--- config.mk ---
export PLATFORM = sky130hd
export DESIGN_NAME = rx_accept_filter
export DESIGN_NICKNAME = d
export VERILOG_FILES = /design/src/rtl/rxf_pkg.sv /design/src/rtl/rxf_byte_counter.sv /design/src/rtl/rxf_addr_check.sv /design/src/rtl/rxf_status.sv /design/src/rtl/rx_accept_filter.sv
export SDC_FILE = /design/constraint.sdc
export NUM_CORES = 1
export LEC_CHECK = 0
export ABC_AREA = 1
export BUFFER_PORTS_ARGS = -buffer_cell sky130_fd_sc_hd__buf_2
export CAP_MARGIN = 20
export CORE_MARGIN = 3
export CORE_UTILIZATION = 48
export DETAILED_ROUTE_END_ITERATION = 16
export HOLD_SLACK_MARGIN = 0.15
export PLACE_DENSITY = 0.78
export SETUP_SLACK_MARGIN = 0.5
export SLEW_MARGIN = 25
export SYNTH_ARGS = -nofsm -noshare
export SYNTH_HDL_FRONTEND = slang
export SYNTH_SLANG_ARGS = --single-unit
export TNS_END_PERCENT = 5
--- constraint.sdc ---
create_clock -name clk -period 3.1 [get_ports clk]
set_clock_uncertainty 0.2 [all_clocks]
set_input_delay 0.62 -clock clk [delete_from_list [all_inputs] [get_ports clk]]
set_output_delay 0.62 -clock clk [all_outputs]
set_load 0.02 [all_outputs]
--- src/rtl/rxf_pkg.sv ---
package rxf_pkg;
  localparam int LEN_W = 16;

  typedef struct packed {
    logic [11:0]      rsvd;
    logic             promisc_only;
    logic             late_coll;
    logic             crc_bad;
    logic             too_long;
    logic [LEN_W-1:0] length;
  } rx_stat_t;

  // Saturating byte count step
  function automatic logic [LEN_W-1:0] sat_inc(input logic [LEN_W-1:0] v, input logic inc);
    if (inc && v != {LEN_W{1'b1}}) return v + LEN_W'(1);
    return v;
  endfunction

  function automatic logic [31:0] pack_stat(input logic [LEN_W-1:0] len, input logic lng,
                                            input logic crc, input logic late, input logic pmo);
    rx_stat_t s;
    s.rsvd = '0;
    s.promisc_only = pmo;
    s.late_coll = late;
    s.crc_bad = crc;
    s.too_long = lng;
    s.length = len;
    return s;
  endfunction
endpackage

--- src/rtl/rxf_byte_counter.sv ---
module rxf_byte_counter
  import rxf_pkg::*;
(
  input  logic             clk,
  input  logic             rst_n,
  input  logic             byte_vld,
  input  logic             byte_sof,
  input  logic             byte_eof,
  output logic             start,
  output logic             active,
  output logic             frame_end,
  output logic [LEN_W-1:0] cnt_now
);
  logic             in_q;
  logic [LEN_W-1:0] cnt_q;

  assign start     = byte_vld & byte_sof;
  assign active    = start | in_q;
  assign frame_end = active & byte_vld & byte_eof;
  assign cnt_now   = start ? LEN_W'(1) : sat_inc(cnt_q, byte_vld);

  always_ff @(posedge clk) begin
    if (!rst_n) begin
      in_q  <= 1'b0;
      cnt_q <= '0;
    end else begin
      if (frame_end)  in_q <= 1'b0;
      else if (start) in_q <= 1'b1;
      if (active) cnt_q <= cnt_now;
    end
  end
endmodule

--- src/rtl/rxf_addr_check.sv ---
module rxf_addr_check
  import rxf_pkg::*;
#(
  parameter int ADDR_BYTES = 6
) (
  input  logic                    clk,
  input  logic                    rst_n,
  input  logic                    start,
  input  logic                    active,
  input  logic                    byte_vld,
  input  logic [LEN_W-1:0]        cnt_now,
  input  logic [7:0]              byte_data,
  input  logic [8*ADDR_BYTES-1:0] station_addr,
  output logic                    addr_eval,
  output logic                    addr_hit,
  output logic                    bcast_hit
);
  logic [ADDR_BYTES-1:0] byte_eq;
  logic sel_eq, in_field, ex_q, bc_q, ex_base, bc_base;

  for (genvar k = 0; k < ADDR_BYTES; k++) begin : g_cmp
    assign byte_eq[k] = (byte_data == station_addr[8*k +: 8]);
  end

  always_comb begin
    sel_eq = 1'b0;
    for (int k = 0; k < ADDR_BYTES; k++)
      if (cnt_now == LEN_W'(k + 1)) sel_eq = byte_eq[k];
  end

  assign in_field  = active & byte_vld & (cnt_now <= LEN_W'(ADDR_BYTES));
  assign ex_base   = start ? 1'b1 : ex_q;
  assign bc_base   = start ? 1'b1 : bc_q;
  assign addr_hit  = in_field ? (ex_base & sel_eq) : ex_base;
  assign bcast_hit = in_field ? (bc_base & (byte_data == 8'hFF)) : bc_base;
  assign addr_eval = active & byte_vld & (cnt_now == LEN_W'(ADDR_BYTES));

  always_ff @(posedge clk) begin
    if (!rst_n) begin
      ex_q <= 1'b0;
      bc_q <= 1'b0;
    end else if (active) begin
      ex_q <= addr_hit;
      bc_q <= bcast_hit;
    end
  end
endmodule

--- src/rtl/rxf_status.sv ---
module rxf_status
  import rxf_pkg::*;
(
  input  logic             clk,
  input  logic             rst_n,
  input  logic             start,
  input  logic             active,
  input  logic             byte_vld,
  input  logic             frame_end,
  input  logic             commit,
  input  logic [LEN_W-1:0] cnt_now,
  input  logic [LEN_W-1:0] max_len,
  input  logic             late_evt,
  input  logic             pmo_evt,
  input  logic             crc_err,
  output logic             long_evt,
  output logic             stat_wr,
  output logic [31:0]      stat_word,
  output logic             babr_irq
);
  logic long_q, late_q, pmo_q;
  logic long_nx, late_nx, pmo_nx, over;

  assign over     = active & byte_vld & (cnt_now > max_len);
  assign long_evt = over & ~(start ? 1'b0 : long_q);
  assign long_nx  = (start ? 1'b0 : long_q) | over;
  assign late_nx  = (start ? 1'b0 : late_q) | late_evt;
  assign pmo_nx   = (start ? 1'b0 : pmo_q) | pmo_evt;

  always_ff @(posedge clk) begin
    if (!rst_n) begin
      long_q    <= 1'b0;
      late_q    <= 1'b0;
      pmo_q     <= 1'b0;
      stat_wr   <= 1'b0;
      stat_word <= '0;
      babr_irq  <= 1'b0;
    end else begin
      if (active) begin
        long_q <= long_nx;
        late_q <= late_nx;
        pmo_q  <= pmo_nx;
      end
      babr_irq <= long_evt;
      stat_wr  <= frame_end & commit;
      if (frame_end & commit)
        stat_word <= pack_stat(cnt_now, long_nx, crc_err, late_nx, pmo_nx);
    end
  end
endmodule

--- src/rtl/rx_accept_filter.sv ---
module rx_accept_filter
  import rxf_pkg::*;
#(
  parameter int WINDOW     = 64,
  parameter int ADDR_BYTES = 6
) (
  input  logic                    clk,
  input  logic                    rst_n,
  input  logic                    byte_vld,
  input  logic                    byte_sof,
  input  logic                    byte_eof,
  input  logic [7:0]              byte_data,
  input  logic                    coll,
  input  logic                    crc_err,
  input  logic [8*ADDR_BYTES-1:0] station_addr,
  input  logic [LEN_W-1:0]        max_len,
  input  logic                    promisc,
  input  logic                    rfint_en,
  output logic                    fifo_accept,
  output logic                    fifo_reject,
  output logic                    stat_wr,
  output logic [31:0]             stat_word,
  output logic                    babr_irq,
  output logic                    rfint_irq
);
  localparam logic [LEN_W-1:0] WIN = LEN_W'(WINDOW);

  logic start, active, frame_end;
  logic [LEN_W-1:0] cnt_now;
  logic addr_eval, addr_hit, bcast_hit;
  logic dec_q, acc_q, dec_base, acc_base;
  logic in_window, early_coll, miss_rej, runt_end, rej_now, acc_now;
  logic commit, late_evt, pmo_evt, long_evt;

  rxf_byte_counter u_cnt (
    .clk, .rst_n, .byte_vld, .byte_sof, .byte_eof,
    .start, .active, .frame_end, .cnt_now
  );

  rxf_addr_check #(.ADDR_BYTES(ADDR_BYTES)) u_addr (
    .clk, .rst_n, .start, .active, .byte_vld, .cnt_now, .byte_data,
    .station_addr, .addr_eval, .addr_hit, .bcast_hit
  );

  // Decision logic: one verdict per frame
  assign dec_base   = start ? 1'b0 : dec_q;
  assign acc_base   = start ? 1'b0 : acc_q;
  assign in_window  = cnt_now < WIN;
  assign early_coll = active & coll & in_window;
  assign miss_rej   = addr_eval & ~(addr_hit | bcast_hit | promisc);
  assign runt_end   = frame_end & in_window;
  assign rej_now    = ~dec_base & (early_coll | miss_rej | runt_end);
  assign acc_now    = ~dec_base & ~rej_now & active & byte_vld & (cnt_now == WIN);
  assign commit     = acc_base | acc_now;
  assign late_evt   = active & coll & ~in_window;
  assign pmo_evt    = addr_eval & ~(addr_hit | bcast_hit);

  always_ff @(posedge clk) begin
    if (!rst_n) begin
      dec_q       <= 1'b0;
      acc_q       <= 1'b0;
      fifo_accept <= 1'b0;
      fifo_reject <= 1'b0;
      rfint_irq   <= 1'b0;
    end else begin
      if (active) begin
        dec_q <= dec_base | rej_now | acc_now;
        acc_q <= commit;
      end
      fifo_accept <= acc_now;
      fifo_reject <= rej_now;
      rfint_irq   <= frame_end & commit & rfint_en;
    end
  end

  rxf_status u_stat (
    .clk, .rst_n, .start, .active, .byte_vld, .frame_end, .commit, .cnt_now,
    .max_len, .late_evt, .pmo_evt, .crc_err, .long_evt, .stat_wr, .stat_word,
    .babr_irq
  );
endmodule

==> impl_metrics.json, run 1 <==
{
  "crit_type": "reg -> reg",
  "netlist_area_mm2": 0.00400,
  "cp.required_ns": 3.10,
  "worst_slack_ns": -0.149,
  "cts_sinks": 49,
  "outcome": "complete, but fails checks",
  "htree_levels": 2,
  "worst_pin_slew_ns": 0.910,
  "stdcell_area_mm2": 0.00586,
  "cts_tree": "done",
  "ys_seq_elements": 49,
  "worstHoldStart": "u_stat.stat_word[10]",
  "cts_buffer_depth": 2,
  "rows": 32,
  "avgSynthCellArea_um2": 6.28,
  "portBuffers": 105,
  "grt_use_met1": 0.319,
  "grt_max_degree": 30,
  "dpl_cell_area_mm2": 0.00519,
  "r2r-start": "u_cnt.cnt_q[0]",
  "ios": 118,
  "initial_utilization": 0.507,
  "dpl.hpwl_mm": 9.85,
  "timing.hold.ws_ns": 0.281,
  "final_hold_viol_count": 0,
  "grt_usage": 0.255,
  "syn_inst": 636,
  "layout.nets": 918,
  "antennaDiodeCount": 0,
  "cts_hold_buffers": 0,
  "cts_root_buf": "clkbuf_8",
  "worstHoldPathType": "reg -> reg",
  "final_common_cell": "nand2_1",
  "crit_path_start": "u_cnt.cnt_q[0]",
  "maxCapViolations": 0,
  "yosysUniqueCellTypes": 36,
  "layout_common_cells": "nand2_1 (149), buf_2 (105), buf_4 (86)",
  "use_met2": 0.450,
  "ff2ff_path_depth": 22,
  "grt-ovfl-total": 0,
  "fmax_mhz": 308,
  "worstSkewPairLatency_ns": 0.31,
  "path_clk_slew_ns": 0.10,
  "ant_nets": 0,
  "fin_util": 0.743,
  "p_per_area_mw_per_mm2": 254,
  "dieArea_mm2": 0.00945,
  "regArea_um2": 997,
  "violations": "negative setup slack",
  "avgViaCountPerCell": 5.30,
  "relSlewSlack": 0.393,
  "ys_seq_area_frac": 0.246,
  "core_mm2": 0.00789,
  "die_w_um": 97.2,
  "area_delta_synth_final_pct": 46.7,
  "grt.busiest_layer": "met2",
  "die_h_um": 97.2,
  "finalCritPeriodShare": 1.05,
  "drt-initial-drc-count": 379,
  "multi_input_area_mm2": 0.00297,
  "routed_wl_mm": 13.7,
  "arrival_ns": 3.25,
  "cts_buffers": 5,
  "finalCriticalPeriod_ns": 3.25,
  "leakage_uw": 0.00292,
  "drc": 0,
  "groute.layer.met3.usage": 0.0337,
  "grt_pass1_vias": 4502,
  "cp_max_fo": 9,
  "hold_path_depth": 2,
  "fill_cells": 597,
  "rsz0062_at_grt": "true",
  "antenna_found_initial": 0,
  "vias": 4888,
  "maxSlewViolCount": 0,
  "critPathCaptureType": "register",
  "drtPass1Iterations": 5,
  "grt_pass1_wl_mm": 20.3,
  "start_kind": "register",
  "routedWlPerCell_um": 14.8,
  "ir_drop_v": 0.000186,
  "setup_viol": 22,
  "yosysWarnings": 0,
  "routabilityCongestion": 0.934,
  "drive_above_1_share": 0.389
}
layer usage:
layer	share of wire	vias to the layer above
li1	-	2369
met1	0.40	2215
met2	0.49	267
met3	0.085	37
met4	0.028	0
met5	0	-
path summary, 6_finish.rpt:
| check | endpoint | slack, ns |
|---|---|---|
| worst max-delay path | u_stat.stat_word[12] | -0.15 |
| worst min-delay path | u_stat.stat_word[10] | 0.28 |
| worst max register to register | u_stat.stat_word[12] | -0.15 |
| worst min register to register | u_stat.stat_word[10] | 0.28 |
metrics by stage:
| step | std cells | power (µW) | setup TNS, ns | setup WS (ns) |
|---|---|---|---|---|
| 2_1_floorplan | 647 | 898 | 0 | 0.216 |
| 3_5_place_dp | 893 | 1040 | -3.47 | -0.317 |
| 6_report | 923 | 1490 | -2.26 | -0.149 |
| 4_1_cts | 906 | 1450 | -0.0251 | -0.0251 |
| 5_1_grt | 923 | 1560 | -6.20 | -0.296 |
| 3_3_place_gp | 893 | 1030 | -1.63 | -0.250 |
where the power goes:
group          internal (µW)  switching [µW]
registers                638            6.29
clock network            162             242
logic                    192             249
total                    993             497
layout make-up:
| class | count | area share |
|---|---|---|
| Clock inverter | 3 | 0.00342 |
| Sequential cell | 49 | 0.170 |
| Inverter | 76 | 0.0495 |
| Clock buffer | 5 | 0.0117 |
| Tap cell | 102 | 0.0218 |
| Multi-Input combinational cell | 484 | 0.506 |
| Timing Repair Buffer | 204 | 0.237 |
sequential cells by signal (all words and copies together) (netlist names):
register and flops:
acc_q 1, dec_q 1, fifo_accept 1, fifo_reject 1, rfint_irq 1, u_addr.bc_q 1, u_addr.ex_q 1, u_cnt.cnt_q 16
u_cnt.in_q 1, u_stat.babr_irq 1, u_stat.late_q 1, u_stat.long_q 1, u_stat.pmo_q 1, u_stat.stat_word 20, u_stat.stat_wr 1
synth_stat cells (all sizes together):
library cell,count,share of area
nand2,174,0.17
inv,76,0.071
nor2,76,0.079
nand3,50,0.065
dfxtp,49,0.25
a21oi,46,0.059
xnor2,33,0.072
buf,24,0.045
nand4,24,0.039
clkbuf,17,0.016
ha,17,0.053
xor2,15,0.033
o21ai,12,0.016
or2,6,0.0094
nor3,4,0.0050
nor4,4,0.0063
o211ai,4,0.0075
a22o,1,0.0022
a2bb2oi,1,0.0022
conb,1,0.00094
o221ai,1,0.0022
o22ai,1,0.0016
what timing repair did:
action / CTS / global route
setup buffers: 4 / 12
pin swaps: 7 / 33
cloned: 1 / 5
gates resized for setup: 26 / 66
setup endpoints to repair: 31 / 32
kinds of logic after synthesis:
kind of cell,Yosys count,share of synthesized area
other cells,1,0.000939
buf+inv,117,0.132
fa+ha+maj,17,0.0532
flops,49,0.246
compound gates,66,0.0902
xor+xnor,48,0.105
simple gates,338,0.372
critical path: stages, from the launching register on:
cell,delay (ns)
dfxtp_4,0.37
ha_4,0.14
nand3_4,0.09
inv_4,0.08
nand2_4,0.07
nor2_4,0.20
nor2_4,0.11
nand2_1,0.09
nand2_1,0.05
nand2_1,0.11
buf_4,0.18
nand4_1,0.12
nor2_1,0.16
nand2_1,0.07
nand2_1,0.09
nand3_2,0.10
a21oi_4,0.19
nand3_4,0.10
nand4_4,0.11
nand2_8,0.11
buf_6,0.18
a21oi_1,0.13
nor2_1,0.07
(Power assumes the default switching activity.)
==> inputs of run 2 (changes only) <==
- CORE_MARGIN: 3 -> 5
- RECOVER_POWER: not set -> 50
==> run 2 against run 1 <==
The flow still finishes with violations (negative setup slack); die area increased by 8.4%; global-route usage grew 0.59 points; core utilization shrank 7.0 points; routed wire length shrank 1.2%; largest cell class unchanged; largest power group unchanged.
==> impl_metrics.json, run 2 (synthesis results as in run 1) <==
{
  "worst_slack_ns": -0.0376,
  "drc": 0,
  "p_per_area_mw_per_mm2": 274,
  "maxSlewViolCount": 0,
  "cp.required_ns": 3.11,
  "core_mm2": 0.00818,
  "cts_hold_buffers": 0,
  "regArea_um2": 990,
  "ios": 118,
  "reg.largest.list": "u_stat.stat_word x20, u_cnt.cnt_q x16",
  "cts_tree": "done",
  "largest_reg_flops": 20,
  "routed_wl_mm": 13.5,
  "multi_input_area_mm2": 0.00278,
  "avgViaCountPerCell": 5.25,
  "antennaDiodeCount": 0,
  "worst_pin_slew_ns": 0.869,
  "dpl.hpwl_mm": 10.4,
  "leakage_uw": 0.00269,
  "critPathCaptureType": "register",
  "worstSkewPairLatency_ns": 0.31,
  "ir_drop_v": 0.000173,
  "cts_buffers": 5,
  "worstHoldPathType": "reg -> reg",
  "cts_buffer_depth": 2,
  "cts_root_buf": "clkbuf_8",
  "layout_common_cells": "nand2_1 (153), buf_2 (81), inv_1 (70), buf_4 (70), nor2_1 (57)",
  "maxCapViolations": 0,
  "grt_pass1_wl_mm": 21.5,
  "antenna_found_initial": 0,
  "drtPass1Iterations": 5,
  "path_clk_slew_ns": 0.10,
  "routedWlPerCell_um": 14.9,
  "fin_cells": 907,
  "finalCriticalPeriod_ns": 3.14,
  "drive_above_1_share": 0.309,
  "area_delta_synth_final_pct": 37.6,
  "violations": "negative setup slack",
  "layout.nets": 899,
  "rsz0062_at_grt": "true",
  "grt_pass1_vias": 4697,
  "ant_nets": 0,
  "cp_max_fo": 15,
  "final_hold_viol_count": 0,
  "setup_viol": 17,
  "dieArea_mm2": 0.0102,
  "cts_sinks": 49,
  "arrival_ns": 3.15,
  "routabilityCongestion": 0.921,
  "htree_levels": 2,
  "r2r_setup_slack_ns": -0.04,
  "rows": 33,
  "start_kind": "register",
  "numPlacedInstances": 879,
  "grt-ovfl-total": 0,
  "final_common_cell": "nand2_1",
  "fin_util": 0.673,
  "die_w_um": 101,
  "relSlewSlack": 0.420,
  "initial_utilization": 0.489,
  "fmax_mhz": 319,
  "grt_usage": 0.261,
  "drt-initial-drc-count": 322,
  "finalCritPeriodShare": 1.01,
  "grt_max_degree": 29,
  "portBuffers": 105,
  "fill_cells": 705,
  "outcome": "complete, but fails checks",
  "top_register": "u_stat.stat_word",
  "die_h_um": 101,
  "crit_type": "reg -> reg",
  "vias": 4764
}
==> run 2: final cells by class <==
type / instances / area share
multi-input cells: 483 / 0.506
repair buffers: 186 / 0.219
flip-flops and latches: 49 / 0.180
inverters: 76 / 0.0519
well taps: 105 / 0.0239
clock buffers: 6 / 0.0171
clock inverters: 2 / 0.00250
==> run 2: worst paths after layout <==
| kind | start | endpoint | cells after the start |
|---|---|---|---|
| max | u_cnt.cnt_q[1] | u_stat.stat_word[18] | 21 |
| min | u_stat.stat_word[11] | u_stat.stat_word[11] | 2 |
| max reg2reg | u_cnt.cnt_q[1] | u_stat.stat_word[18] | 21 |
| min reg2reg | u_stat.stat_word[11] | u_stat.stat_word[11] | 2 |
==> run 2: worst max-delay path: stages (launching register included) <==
cell and delay, ns:
dfxtp_4 0.38, ha_4 0.14, nand3_2 0.09, inv_2 0.09
nand2_4 0.07, nor2_4 0.11, nor2_4 0.05, buf_12 0.15
nand2_1 0.06, nand2_1 0.04, nand2_1 0.17, buf_4 0.16
nand3_1 0.15, nor3_2 0.17, nand3_1 0.15, nor2_2 0.17
nand4_4 0.19, nand2_8 0.17, buf_2 0.16, nand3_1 0.07
nand2_1 0.07, nor2_1 0.04
==> run 2: timing repair <==
| action | CTS | global route |
|---|---|---|
| setup buffers | 15 | 0 |
| cloned | 5 | 0 |
| pin swaps | 22 | 11 |
| resized for setup | 31 | 18 |
| endpoints found under the setup margin | 31 | 31 |
==> run 2: where the power goes <==
group | total (µW) | switching [µW] | internal, µW
sequential | 645 | 5.64 | 639
clock | 449 | 239 | 210
combinational | 416 | 236 | 180
==> run 2: stage by stage <==
| step | setup WS, ns | hold slack (ns) | cell area, µm² | TNS (ns) | power, µW |
|---|---|---|---|---|---|
| 4_1_cts | 0.00512 | 0.296 | 5460 | 0 | 1500 |
| 3_5_place_dp | -0.0943 | 0.271 | 5070 | -0.687 | 1040 |
| 3_3_place_gp | -0.0103 | 0.257 | 5070 | -0.0119 | 1030 |
| 6_report | -0.0376 | 0.294 | 5500 | -0.340 | 1510 |
| 2_1_floorplan | 0.216 | 0.251 | 4140 | 0 | 898 |
| 5_1_grt | -0.284 | 0.317 | 5500 | -5.20 | 1580 |
==> run 2: layer usage <==
| metal | part of all wire | up-vias | global-route usage |
|---|---|---|---|
| met5 | 0 | - | 0 |
| met4 | 0.033 | 0 | 0.104 |
| met3 | 0.078 | 38 | 0.0427 |
| met2 | 0.50 | 216 | 0.466 |
| met1 | 0.39 | 2183 | 0.311 |
| li1 | - | 2327 | - |
